==> src/rtl/acc_xfer_seq.sv <==
module acc_xfer_seq #(
  parameter int ADDR_W      = 16,
  parameter int DATA_W      = 8,
  parameter int MCYC_CLKS   = 4,
  parameter int SHORT_MCYCS = 2,
  parameter int LONG_MCYCS  = 4,
  parameter logic [ADDR_W-1:0] HIGH_BASE = 16'hFF00
) (
  input  logic              clk,
  input  logic              rst_n,
  input  logic              start,
  input  logic [1:0]        op,
  input  logic [DATA_W-1:0] a_in,
  input  logic [DATA_W-1:0] c_in,
  input  logic [ADDR_W-1:0] imm,
  output logic [ADDR_W-1:0] mem_addr,
  output logic [DATA_W-1:0] mem_wdata,
  output logic              mem_we,
  output logic              mem_re,
  input  logic [DATA_W-1:0] mem_rdata,
  output logic              a_we,
  output logic [DATA_W-1:0] a_wdata,
  output logic              done
);
  localparam int SHORT_CLKS = SHORT_MCYCS * MCYC_CLKS;
  localparam int LONG_CLKS  = LONG_MCYCS * MCYC_CLKS;
  localparam int CNT_W      = $clog2(LONG_CLKS + 1);
  localparam logic [CNT_W-1:0] SHORT_LAST = CNT_W'(SHORT_CLKS - 1);
  localparam logic [CNT_W-1:0] LONG_LAST  = CNT_W'(LONG_CLKS - 1);
  localparam logic [CNT_W-1:0] ACC_SPAN   = CNT_W'(MCYC_CLKS - 1);

  logic              busy;
  logic [1:0]        op_q;
  logic [CNT_W-1:0]  cnt;
  logic [ADDR_W-1:0] addr_q;
  logic [DATA_W-1:0] data_q;
  logic [CNT_W-1:0]  last_cnt;
  logic              access;
  logic [ADDR_W-1:0] high_addr;

  assign high_addr = HIGH_BASE + {{(ADDR_W-DATA_W){1'b0}}, c_in};
  assign last_cnt  = op_q[1] ? LONG_LAST : SHORT_LAST;
  assign access    = busy && (cnt >= last_cnt - ACC_SPAN);
  assign done      = busy && (cnt == last_cnt);

  assign mem_we    = access && !op_q[0];
  assign mem_re    = access &&  op_q[0];
  assign mem_addr  = access ? addr_q : '0;
  assign mem_wdata = mem_we ? data_q : '0;
  assign a_we      = done && op_q[0];
  assign a_wdata   = a_we ? mem_rdata : '0;

  always_ff @(posedge clk) begin
    if (!rst_n) begin
      busy   <= 1'b0;
      op_q   <= '0;
      cnt    <= '0;
      addr_q <= '0;
      data_q <= '0;
    end else if (!busy) begin
      if (start) begin
        busy   <= 1'b1;
        op_q   <= op;
        cnt    <= '0;
        addr_q <= op[1] ? imm : high_addr;
        data_q <= a_in;
      end
    end else if (done) begin
      busy <= 1'b0;
      cnt  <= '0;
    end else begin
      cnt <= cnt + 1'b1;
    end
  end

  AST_STROBE_EXCL: assert property (@(posedge clk) disable iff (!rst_n)
    !(mem_we && mem_re));
  AST_ADDR_HOLD: assert property (@(posedge clk) disable iff (!rst_n)
    ((mem_we || mem_re) && $past(mem_we || mem_re)) |-> ($stable(mem_addr) && $stable(mem_wdata)));
  AST_DONE_ENDS_ACCESS: assert property (@(posedge clk) disable iff (!rst_n)
    done |=> (!mem_we && !mem_re && !done));
  AST_AWE_WITH_READ: assert property (@(posedge clk) disable iff (!rst_n)
    a_we |-> (done && mem_re));
  AST_STORE_KEEPS_A: assert property (@(posedge clk) disable iff (!rst_n)
    mem_we |-> !a_we);
  AST_BUSY_FROZEN: assert property (@(posedge clk) disable iff (!rst_n)
    (busy && !done) |=> (busy && $stable(op_q) && $stable(addr_q) && $stable(data_q)));
  AST_CNT_BOUND: assert property (@(posedge clk) disable iff (!rst_n)
    busy |-> (cnt <= LONG_LAST));
endmodule

==> config.mk <==
export PLATFORM = sky130hd
export DESIGN_NAME = acc_xfer_seq
export DESIGN_NICKNAME = d
export VERILOG_FILES = /design/src/rtl/acc_xfer_seq.sv
export SDC_FILE = /design/constraint.sdc
export NUM_CORES = 1
export LEC_CHECK = 0
export BUFFER_PORTS_ARGS = -buffer_cell sky130_fd_sc_hd__buf_2
export CELL_PAD_IN_SITES_DETAIL_PLACEMENT = 2
export CELL_PAD_IN_SITES_GLOBAL_PLACEMENT = 2
export CORE_AREA = 2 2 82 84
export DETAILED_ROUTE_END_ITERATION = 6
export DIE_AREA = 0 0 84 86
export GPL_ROUTABILITY_DRIVEN = 1
export HOLD_SLACK_MARGIN = 0.1
export PLACE_DENSITY = 0.91
export SYNTH_ARGS = -nofsm -noshare
export SYNTH_HDL_FRONTEND = slang
export SYNTH_SLANG_ARGS = --single-unit
export TNS_END_PERCENT = 20
==> constraint.sdc <==
create_clock -name clk -period 4.5 [get_ports clk]
set_clock_uncertainty 0.15 [all_clocks]
set_input_delay 0.225 -clock clk [delete_from_list [all_inputs] [get_ports clk]]
set_output_delay 0.225 -clock clk [all_outputs]
set_load 0.05 [all_outputs]
* After elaboration in Yosys (flattened, before gate mapping)
Cells that the tools add are included.
** Operators by class
- Reduce and logical (&&, ||, !) cells :: 8
- Mux-type cells :: 11
- $add $sub $neg :: 3
- Bitwise operators :: 1
- Magnitude comparators :: 1
- Equality and inequality tests :: 1
** Operators by type and width (count)
- 16-bit two-way mux :: 2
- 8-bit two-way mux :: 2
- 5-bit two-way mux :: 3
- 9-bit by 9-bit adder with 10-bit output, first input constant :: 1
- 5-bit by 1-bit adder with 5-bit output, second input constant :: 1
- 5-bit by 4-bit == test with 1-bit output :: 1
- 5-bit greater-or-equal comparator :: 1
- 1-bit logical AND :: 5
- 4-bit by 2-bit subtractor with 5-bit output, second input constant :: 1
- 4-bit two-way mux :: 1
- 1-bit two-way mux :: 3
- 2-bit AND reduction :: 1
- 2-bit nonzero test :: 1
- 1-bit logical NOT :: 1
- 1-bit NOT :: 1
** Word-level totals
- Output and inout bits :: 36
- Register bits after elaboration :: 32
- Input port bits :: 45
- Logic and storage cells :: 30

* Depth between registers and ports, before layout
Gate-level depths: netlist of run 1.
- Depth in word-level cells :: 6
- Gate-level depth with buffers :: 6
- Gate-level depth less buffers :: 5

* Least setup slack after synthesis of run 1
OpenSTA, ideal clock, no wires.
- Kind :: register to output
- From :: reg op_q[1]
- To :: out mem_wdata[0]
- Cell stages (with the launch flop) :: 6
- Data arrival time :: 1.885 ns
- Required time :: 4.125 ns
- Path slack :: 2.240 ns
- Path through :: dfxtp_1 > inv_1 > ha_1 > a211oi_4 > nor3b_4 > and2_1
** Between the ends
- Cells in the longest elaborated chain, start to end :: 6
** Ends and longest elaborated chain
- from (decl) :: RTL line 33 : logic [1:0] op_q;
- from (signal assigned) :: RTL line 63 : op_q <= op;
- 4-bit two-way mux :: RTL line 42 : assign last_cnt = op_q[1] ? LONG_LAST : SHORT_LAST;
- 4-bit by 2-bit subtractor with 5-bit output :: RTL line 43 : assign access = busy && (cnt >= last_cnt - ACC_SPAN);
- 5-bit greater-or-equal comparator :: RTL line 43
- 1-bit logical AND :: RTL line 43
- 1-bit logical AND :: RTL line 46 : assign mem_we = access && !op_q[0];
- net mem_we :: RTL line 18 : output logic mem_we,
- 8-bit two-way mux :: RTL line 49 : assign mem_wdata = mem_we ? data_q : '0;
- to (decl) :: RTL line 17 : output logic [DATA_W-1:0] mem_wdata,
The timed path passes the listed nets, and every way through them passes these cells.

* Worst setup path in the final report of run 1
- From :: reg cnt[3]
- To :: out mem_addr[1]
** Between the ends
- Cells in the longest elaborated chain, start to end :: 3
** Ends and longest elaborated chain
- from (decl) :: RTL line 34 : logic [CNT_W-1:0] cnt;
- from (signal assigned) :: RTL line 72 : cnt <= cnt + 1'b1;
- 5-bit greater-or-equal comparator :: RTL line 43
- 1-bit logical AND :: RTL line 43
- 16-bit two-way mux :: RTL line 48 : assign mem_addr = access ? addr_q : '0;
- to (decl) :: RTL line 16 : output logic [ADDR_W-1:0] mem_addr,
No other way between the ends.

==> results.sh, run 1 <==
export IMPL_outcome="complete, no violations"
export IMPL_r2r_start="busy$_SDFF_PN0_"
export IMPL_ant_nets=0
export IMPL_end_kind="primary output"
export IMPL_synth_top_cell_area_share_pct=38.3
export IMPL_crit_start="cnt[3]$_SDFFE_PN0P_"
export IMPL_worstPathRequired_ns=4.12
export IMPL_drtIter0Drc=32
export IMPL_cp_slowest_cell="ha_1"
export IMPL_layout_commonest_cell="buf_2"
export IMPL_wl_met3_um=299
export IMPL_yosys_area_top_type="dfxtp_1"
export IMPL_grt_overflow_total=0
export IMPL_finalPower_uw=704
export IMPL_drive_gt1_share_pct=39.5
export IMPL_vias_per_cell=4.64
export IMPL_die_area_um2=7220
export IMPL_synthArstFlopShare_pct=0
export IMPL_die_h_um=86
export IMPL_cts_resized=0
export IMPL_syn_area_um2=1670
export IMPL_cts_tree="done"
export IMPL_power_density_nw_per_um2=296
export IMPL_dr_wl_met2_mm=2.84
export IMPL_ys_ff_latch=32
export IMPL_postSynthCellCount=194
export IMPL_gp_congestion=0.743
export IMPL_start_kind="flip-flop"
export IMPL_ir_worst_vdd_uv=123
export IMPL_core_rowCount=29
export IMPL_clk_path_buf_depth=2
export IMPL_cts_htree_levels=2
export IMPL_drt_met1_wl_mm=2.09
export IMPL_synth_flop_cell="dfxtp_1"
export IMPL_nets=333
export IMPL_syn_area_per_cell_um2=8.63
export IMPL_setup_tns_final_ns=0
export IMPL_slew_headroom_pct=34.6
export IMPL_place_ws_ns=2.47
export IMPL_rsz0062_at_grt="false"
export IMPL_min_path_cells=3
export IMPL_finalMaxSlewViolations=0
export IMPL_cts_buffers=5
export IMPL_start_util_pct=26.7
export IMPL_n_antenna_cell=0
export IMPL_leakage_nw=1.13
export IMPL_io_buffers=80
export IMPL_worst_slack_ns=2.13
export IMPL_clk_pin_slew_ns=0.07
export IMPL_synthTopCellsByArea="dfxtp_1 (38%), and2_1 (6.0%), and2_4 (5.2%), nand2_1 (4.9%), mux2i_1 (4.8%)"
export IMPL_drc_errors=0
export IMPL_final_cells=363
export IMPL_hold_start="rst_n"
export IMPL_vias=1683
export IMPL_reg2reg_depth=4
export IMPL_track_usage_pct=15.3
export IMPL_dp_cells=339
export IMPL_area_growth_syn_to_layout_pct=42.2
export IMPL_post_drt_wl_per_cell_um=14.6
export IMPL_ys_seq_area_share_pct=38.3
export IMPL_grt_max_degree=31
export IMPL_die_x_um=84
export IMPL_fmax_mhz=423
export IMPL_antenna_found_initial=0
export IMPL_wirelength_mm=5.29
export IMPL_synth_edf_count=0
export IMPL_tightest_slew_ns=0.980
export IMPL_routed_top_layer="met4"
export IMPL_max_stage_delay_ns=0.40
export IMPL_cp_arrival_ns=1.99
export IMPL_yosysUniqueCellTypes=33
export IMPL_hold_viol=0
export IMPL_dp_hpwl_mm=3.68
export IMPL_final_cell_mix="buf_2 (80), dfxtp_1 (32), nand2_1 (22)"
export IMPL_setup_viol=0
export IMPL_fin_crit_sh_pct=52.6
export IMPL_grt_pass1_wl_mm=8.72
export IMPL_clk_latency_ns=0.28
export IMPL_fp_coreArea_um2=6280
export IMPL_cap_violations=0
export IMPL_ios=81
export IMPL_post_route_min_period_ns=2.37
export IMPL_first_global_vias=1852
export IMPL_synth_warnings=0
export IMPL_syn_num_nets=242
export IMPL_cts_setup_buffers=0
export IMPL_cp_cell_sequence="ha_1, a211oi_4, nor2b_4, and2_1, buf_2"
export IMPL_cts_sinks=32
export IMPL_drt_pass1_iterations=3
export IMPL_crit_type="reg -> out"
export IMPL_cp_max_fo=17
export IMPL_hold_path_class="in -> reg"
export IMPL_cts_root_buf="clkbuf_8"
## final timing paths
path	to	slack [ns]
setup reg to reg	addr_q[6]$_SDFFE_PN0P_	2.66
hold reg to reg	data_q[6]$_SDFFE_PN0P_	0.31
setup / recovery	mem_addr[1]	2.13
hold / removal	busy$_SDFF_PN0_	0.11
## area by class of cell
class                      instances  area, µm²
tap                               77       96.3
timing repair buffer              97        568
clock inverter                     1       30.0
fill                             743       3900
sequential                        32        641
clock buffer                       7       96.3
inverter                           6       22.5
multi-input combinational        143        927
## cells by family after synthesis
| logic type | share of synthesized area [%] |
|---|---|
| simple gates | 36.8 |
| flops | 38.3 |
| compound gates | 10.8 |
| buf+inv | 6.50 |
| mux | 4.78 |
| fa+ha+maj | 2.24 |
| xor+xnor | 0.523 |
## metal layers
metal	vias up	track usage [%]
met4	0	4.40
li1	828	-
met2	50	30.8
met1	800	15.1
met3	5	4.43
met5	-	0
## timing repair
action                                 in CTS  in global routing
hold buffers                               16                  0
setup endpoints to repair                   0                  0
endpoints found under the hold margin      16                  0
## Yosys cell counts (6+ instances only)
| library cell | n |
|---|---|
| dfxtp_1 | 32 |
| nand2_1 | 22 |
| nor2_1 | 20 |
| and2_1 | 16 |
| a21oi_1 | 13 |
| and2_4 | 10 |
| a211oi_1 | 9 |
| nor3_1 | 9 |
| mux2i_1 | 8 |
| nor3b_1 | 8 |
| and2_2 | 7 |
| inv_1 | 6 |
## power by group
part	internal [mW]	leakage [nW]	switching (mW)
clock network	0.195	0.0645	0.108
logic	0.0432	0.802	0.0430
registers	0.302	0.264	0.0124
total	0.540	1.13	0.163
## through the flow
stage               utilization (%)  hold slack, ns  instance area (µm²)
floorplan                         -           0.211                 1670
global placement               33.4           0.290                 2090
detailed placement             33.4           0.300                 2090
CTS                            37.9           0.102                 2380
global route                   37.9           0.116                 2380
finish                         37.9           0.107                 2380
## worst max-delay path, delay by kind of cell (launching register included)
kind | cells | cell delay (ns)
buffers and inverters | 1 | 0.27
adder cells (fa/ha/maj) | 1 | 0.40
AO/OA/AOI/OAI | 1 | 0.11
flip-flops | 1 | 0.36
AND/OR/NAND/NOR | 2 | 0.58
## registers in the layout, indices dropped and copies added (netlist names)
register and count:
busy 1, addr_q 16, op_q 2, cnt 5
data_q 8
(Power assumes the default switching activity.)
==> run 2, diff against run 1 <==
Settings changed: ABC_AREA set to 1, CORE_AREA 2 2 82 84 to 2 2 87 89, DIE_AREA 0 0 84 86 to 0 0 89 91, PLACE_DENSITY 0.91 to 0.86.
Clock period 4.5 ns to 2.4 ns, I/O delays scaled along.
==> run 2 against run 1 <==
  * Routed wire length rose by 20%
  * Synthesized cell count up 20%
  * Sequential power up 85%
  * Worst hold slack worse by 0.019 ns
  * Sequential share of layout area shrank 2.1 points
  * Combinational power increased by 150%
  * Non-clock buffer count is 24 higher
  * Clock power is 42% higher
  * Via count rose by 16%
  * Power up 74%
  * Clock-buffer cell count is 1 lower
  * First-iteration DRC count rose by 53%
  * Largest cell class is now buffers
  * Highest routed layer unchanged
==> results.sh, run 2 <==
export IMPL_yosys_top_cells_count="nor2_1 (56), inv_1 (45), dfxtp_1 (32)"
export IMPL_core_rowCount=31
export IMPL_yosysUniqueCellTypes=23
export IMPL_die_x_um=89
export IMPL_syn_area_um2=1620
export IMPL_hold_path_class="in -> reg"
export IMPL_drc_errors=0
export IMPL_outcome="complete, no violations"
export IMPL_die_area_um2=8100
export IMPL_finalMaxSlewViolations=0
export IMPL_final_cell_mix="buf_2 (80), nor2_1 (56), inv_1 (45)"
export IMPL_slew_headroom_pct=72.1
export IMPL_fp_coreArea_um2=7140
export IMPL_synth_top_cell_area_share_pct=39.5
export IMPL_fmax_mhz=459
export IMPL_fin_crit_sh_pct=90.7
export IMPL_area_growth_syn_to_layout_pct=59.1
export IMPL_synth_most_common_cell="nor2_1"
export IMPL_start_util_pct=22.7
export IMPL_cts_resized=0
export IMPL_min_path_cells=4
export IMPL_grt_max_degree=19
export IMPL_setup_viol=0
export IMPL_worstPathRequired_ns=2.13
export IMPL_post_route_min_period_ns=2.18
export IMPL_synth_flop_cell="dfxtp_1"
export IMPL_holdWs_ns=0.0873
export IMPL_drt_pass1_iterations=3
export IMPL_cts_sinks=32
export IMPL_ant_nets=0
export IMPL_ios=81
export IMPL_syn_num_nets=281
export IMPL_die_h_um=91
export IMPL_synth_edf_count=0
export IMPL_yosys_area_top_type="dfxtp_1"
export IMPL_postSynthCellCount=233
export IMPL_ys_ff_latch=32
export IMPL_place_ws_ns=0.546
export IMPL_drtIter0Drc=49
export IMPL_clk_pin_slew_ns=0.07
export IMPL_first_global_vias=2240
export IMPL_antenna_found_initial=0
export IMPL_worst_slack_ns=0.223
export IMPL_place_area_um2=2100
export IMPL_gp_congestion=0.727
export IMPL_cts_tree="done"
export IMPL_synth_warnings=0
export IMPL_cap_violations=0
export IMPL_vias=1948
export IMPL_leakage_nw=1.29
export IMPL_rsz0062_at_grt="false"
export IMPL_drive_gt1_share_pct=30.5
export IMPL_n_antenna_cell=0
export IMPL_cp_max_fo=9
export IMPL_ys_seq_area_share_pct=39.5
export IMPL_grt_pass1_wl_mm=10.5
export IMPL_cts_root_buf="clkbuf_8"
export IMPL_layout_commonest_cell="buf_2"
export IMPL_track_usage_pct=16.4
export IMPL_end_kind="primary output"
export IMPL_final_cell_area_um2=2580
export IMPL_vias_per_cell=4.30
export IMPL_io_buffers=80
export IMPL_synthTopCellsByArea="dfxtp_1 (40%), nor2_1 (13%), inv_1 (10%), o21ai_0 (5.9%), nand2_1 (4.9%)"
export IMPL_cp_arrival_ns=1.91
export IMPL_power_density_nw_per_um2=475
export IMPL_nets=401
export IMPL_top_register="addr_q"
export IMPL_syn_area_per_cell_um2=6.96
export IMPL_crit_type="reg -> out"
export IMPL_reg_largest_list="addr_q x16, data_q x8, cnt x5"
export IMPL_cts_buffers=5
export IMPL_ir_worst_vdd_uv=227
export IMPL_reg2reg_depth=5
export IMPL_largest_reg_flops=16
export IMPL_post_drt_wl_per_cell_um=14.1
export IMPL_synthArstFlopShare_pct=0
export IMPL_dp_hpwl_mm=4.12
export IMPL_clk_path_buf_depth=2
export IMPL_hold_viol=0
export IMPL_wirelength_mm=6.37
export IMPL_cts_htree_levels=2
export IMPL_tightest_slew_ns=0.417
export IMPL_finalPower_mw=1.22
export IMPL_clk_latency_ns=0.28
export IMPL_start_kind="flip-flop"
export IMPL_setup_tns_final_ns=0
export IMPL_grt_overflow_total=0
-- run 2: changes by cell type after synthesis, sizes merged, moves of 8 or more --
cell | before | now
inv | 6 | 48
nor2 | 20 | 60
and2 | 33 | 0
o21ai | 1 | 20
nand3 | 1 | 14
a211oi | 10 | 0
nor3 | 10 | 0
nor3b | 9 | 0
mux2i | 8 | 0
-- run 2: final cells by class --
type                            count  area (µm²)
Multi-Input combinational cell    145         737
Inverter                           48         180
Sequential cell                    32         641
Timing Repair Buffer              121         806
Clock inverter                      2        10.0
Clock buffer                        6        82.6
Tap cell                           99         124
Fill cell                         887        4560
-- run 2: worst paths after layout --
path	end	slack [ns]	from
setup / recovery	mem_wdata[6]	0.22	op_q[1]$_SDFFE_PN0P_
hold / removal	addr_q[7]$_SDFFE_PN0P_	0.09	imm[7]
setup reg to reg	addr_q[13]$_SDFFE_PN0P_	0.28	busy$_SDFF_PN0_
hold reg to reg	addr_q[7]$_SDFFE_PN0P_	0.33	addr_q[7]$_SDFFE_PN0P_
-- run 2: kinds of logic (layout without fill, tap and decap cells) --
family / Yosys count / count (layout) / synth area share, %
compound gates: 40 / 40 / 15.8
fa+ha+maj: 3 / 3 / 2.32
buf+inv: 56 / 177 / 15.0
flops: 32 / 32 / 39.5
simple gates: 102 / 102 / 27.3
-- run 2: what timing repair did --
action / 4_1_cts / 5_1_grt
endpoints found under the setup margin: 0 / 0
hold buffers: 39 / 0
endpoints found under the hold margin: 29 / 0
buffers inserted: 0 / 0
-- run 2: stage by stage --
stage	utilization, %	cells
floorplan	-	233
global placement	29.4	406
detailed placement	29.4	406
CTS	36.2	453
global route	36.2	453
finish	36.2	453
-- run 2: critical path, stage by stage (launching register included) --
cell and delay, ns:
dfxtp_1 0.32, inv_1 0.06, ha_1 0.29, nand2_1 0.05, nand2_1 0.10, nand3_1 0.28, nor2_1 0.22, buf_2 0.30
-- run 2: report_power, final --
group	leakage, nW	internal, mW	switching [mW]
clock	0.0510	0.229	0.201
sequential	0.263	0.564	0.0173
combinational	0.971	0.108	0.105
-- run 2: per-layer routing --
metal  vias to the layer above  wire length (µm)  GRT usage (%)
li1                        947                 -              -
met1                       940              2460           17.6
met2                        56              3570           32.8
met3                         5               309           2.45
met4                         0                30           2.99
met5                         -                 0              0
==> run 3, diff against run 2 <==
Settings changed: ABC_AREA 1 to 0, CORE_AREA 2 2 87 89 to 2 2 85 87, DIE_AREA 0 0 89 91 to 0 0 87 89.
==> run 3 against run 2 <==
  * Routed wire length is 7.9% lower
  * Critical path type unchanged
  * Via count is 9.0% lower
  * Critical path depth is 2 lower
  * Largest power group unchanged
  * Sequential cell count stayed put
  * Worst setup slack worse by 0.11 ns
  * Combinational power is 8% lower
  * Cell count is 15% lower
  * Fmax is 4.9% lower
  * Power is 0.76% lower
  * Clock power hardly changed
  * Worst hold slack better by 0.047 ns
  * Register-to-register slack better by 0.04 ns
==> results.sh, run 3 (synthesized netlist as in run 1, its figures left out) <==
export IMPL_grt_pass1_wl_mm=9.25
export IMPL_ant_nets=0
export IMPL_drt_pass1_iterations=4
export IMPL_fmax_mhz=437
export IMPL_largest_reg_flops=16
export IMPL_top_register="addr_q"
export IMPL_ir_worst_vdd_uv=201
export IMPL_ios=81
export IMPL_area_growth_syn_to_layout_pct=52.8
export IMPL_worstPathRequired_ns=2.13
export IMPL_n_antenna_cell=0
export IMPL_outcome="complete, no violations"
export IMPL_final_cell_mix="buf_2 (80), dlygate4sd3_1 (36), dfxtp_1 (32)"
export IMPL_vias_per_cell=4.58
export IMPL_layout_commonest_cell="buf_2"
export IMPL_slew_headroom_pct=46.5
export IMPL_grt_use_met3_pct=3.97
export IMPL_end_kind="primary output"
export IMPL_hold_viol=0
export IMPL_cts_tree="done"
export IMPL_clk_pin_slew_ns=0.07
export IMPL_cts_setup_buffers=0
export IMPL_antenna_found_initial=0
export IMPL_die_h_um=89
export IMPL_start_util_pct=24.9
export IMPL_cts_htree_levels=2
export IMPL_first_global_vias=1913
export IMPL_setup_tns_final_ns=0
export IMPL_dp_hpwl_mm=3.70
export IMPL_grt_max_degree=32
export IMPL_grt_overflow_total=0
export IMPL_clk_latency_ns=0.28
export IMPL_finalMaxSlewViolations=0
export IMPL_cp_cell_sequence="ha_1, a211oi_4, nor3b_4, and2_1, buf_2"
export IMPL_grt_busiest_layer="met2"
export IMPL_rsz0062_at_grt="false"
export IMPL_reg_largest_list="addr_q x16, data_q x8, cnt x5"
export IMPL_setup_viol=0
export IMPL_tightest_slew_ns=0.802
export IMPL_die_area_um2=7740
export IMPL_crit_type="reg -> out"
export IMPL_fin_crit_sh_pct=95.4
export IMPL_max_stage_delay_ns=0.40
export IMPL_die_x_um=87
export IMPL_final_cells=387
export IMPL_track_usage_pct=15.6
export IMPL_io_buffers=80
export IMPL_cts_root_buf="clkbuf_8"
export IMPL_dp_cells=343
export IMPL_gp_congestion=0.710
export IMPL_grt_met2_usage_pct=30.6
export IMPL_core_rowCount=30
export IMPL_vias=1772
export IMPL_drtIter0Drc=21
export IMPL_post_route_min_period_ns=2.29
export IMPL_cap_violations=0
export IMPL_use_met1_pct=16.3
export IMPL_cts_sinks=32
export IMPL_clk_path_buf_depth=2
export IMPL_fillers=749
export IMPL_fp_coreArea_um2=6720
export IMPL_cp_max_fo=9
export IMPL_start_kind="flip-flop"
export IMPL_drive_gt1_share_pct=37.1
export IMPL_hold_path_class="in -> reg"
export IMPL_cts_buffers=5
export IMPL_cp_slowest_cell="nor3b_4"
export IMPL_nets=354
export IMPL_post_drt_wl_per_cell_um=15.2
export IMPL_power_density_nw_per_um2=475
export IMPL_wirelength_mm=5.87
export IMPL_drc_errors=0
export IMPL_leakage_nw=1.21
export IMPL_cp_arrival_ns=2.02
[run 3: path summary, 6_finish.rpt]
check                               from                     end  slack (ns)  depth (start not counted)
setup / recovery     cnt[3]$_SDFFE_PN0P_            mem_wdata[1]        0.11                          5
hold / removal                     op[1]    op_q[1]$_SDFFE_PN0P_        0.13                          3
setup reg to reg     cnt[3]$_SDFFE_PN0P_         busy$_SDFF_PN0_        0.32                          5
hold reg to reg   data_q[2]$_SDFFE_PN0P_  data_q[2]$_SDFFE_PN0P_        0.31                          2
[run 3: worst max-delay path, delay by kind of cell, from the launching register on]
| family | cells | cell delay [ns] |
|---|---|---|
| buf+inv | 1 | 0.28 |
| compound gates | 1 | 0.10 |
| fa+ha+maj | 1 | 0.38 |
| flops | 1 | 0.36 |
| simple gates | 2 | 0.62 |
[run 3: timing repair]
| action | 4_1_cts | 5_1_grt |
|---|---|---|
| endpoints found under the hold margin | 28 | 0 |
| hold buffers | 36 | 0 |
| gates resized for setup | 0 | 0 |
[run 3: stage by stage]
step                worst slack (ns)  util [%]  area [µm²]  hold slack (ns)  total power [mW]
floorplan                      0.245         -        1670            0.106             0.687
global placement               0.510      31.3        2110            0.216             0.734
detailed placement             0.442      31.3        2110            0.227             0.746
CTS                            0.147      38.1        2560            0.130              1.23
global route                 0.00315      38.1        2560            0.182              1.29
finish                         0.110      38.1        2560            0.134              1.22
[run 3: cell type report]
class	count	area (µm²)	area share, %
Tap cell	80	100	3.91
Timing Repair Buffer	118	776	30.3
Clock buffer	6	82.6	3.23
Inverter	6	22.5	0.880
Clock inverter	2	10.0	0.391
Sequential cell	32	641	25.0
Multi-Input combinational cell	143	927	36.2
[run 3: per-layer routing]
layer,vias to the layer above,share of wire [%]
met5,-,0
met4,0,1.7
met3,10,4.5
met2,54,55
met1,840,39
li1,868,-
[run 3: power breakdown]
part / leakage (nW) / internal (mW) / switching (mW)
logic: 0.892 / 0.108 / 0.0889
clock network: 0.0510 / 0.229 / 0.201
registers: 0.264 / 0.566 / 0.0226
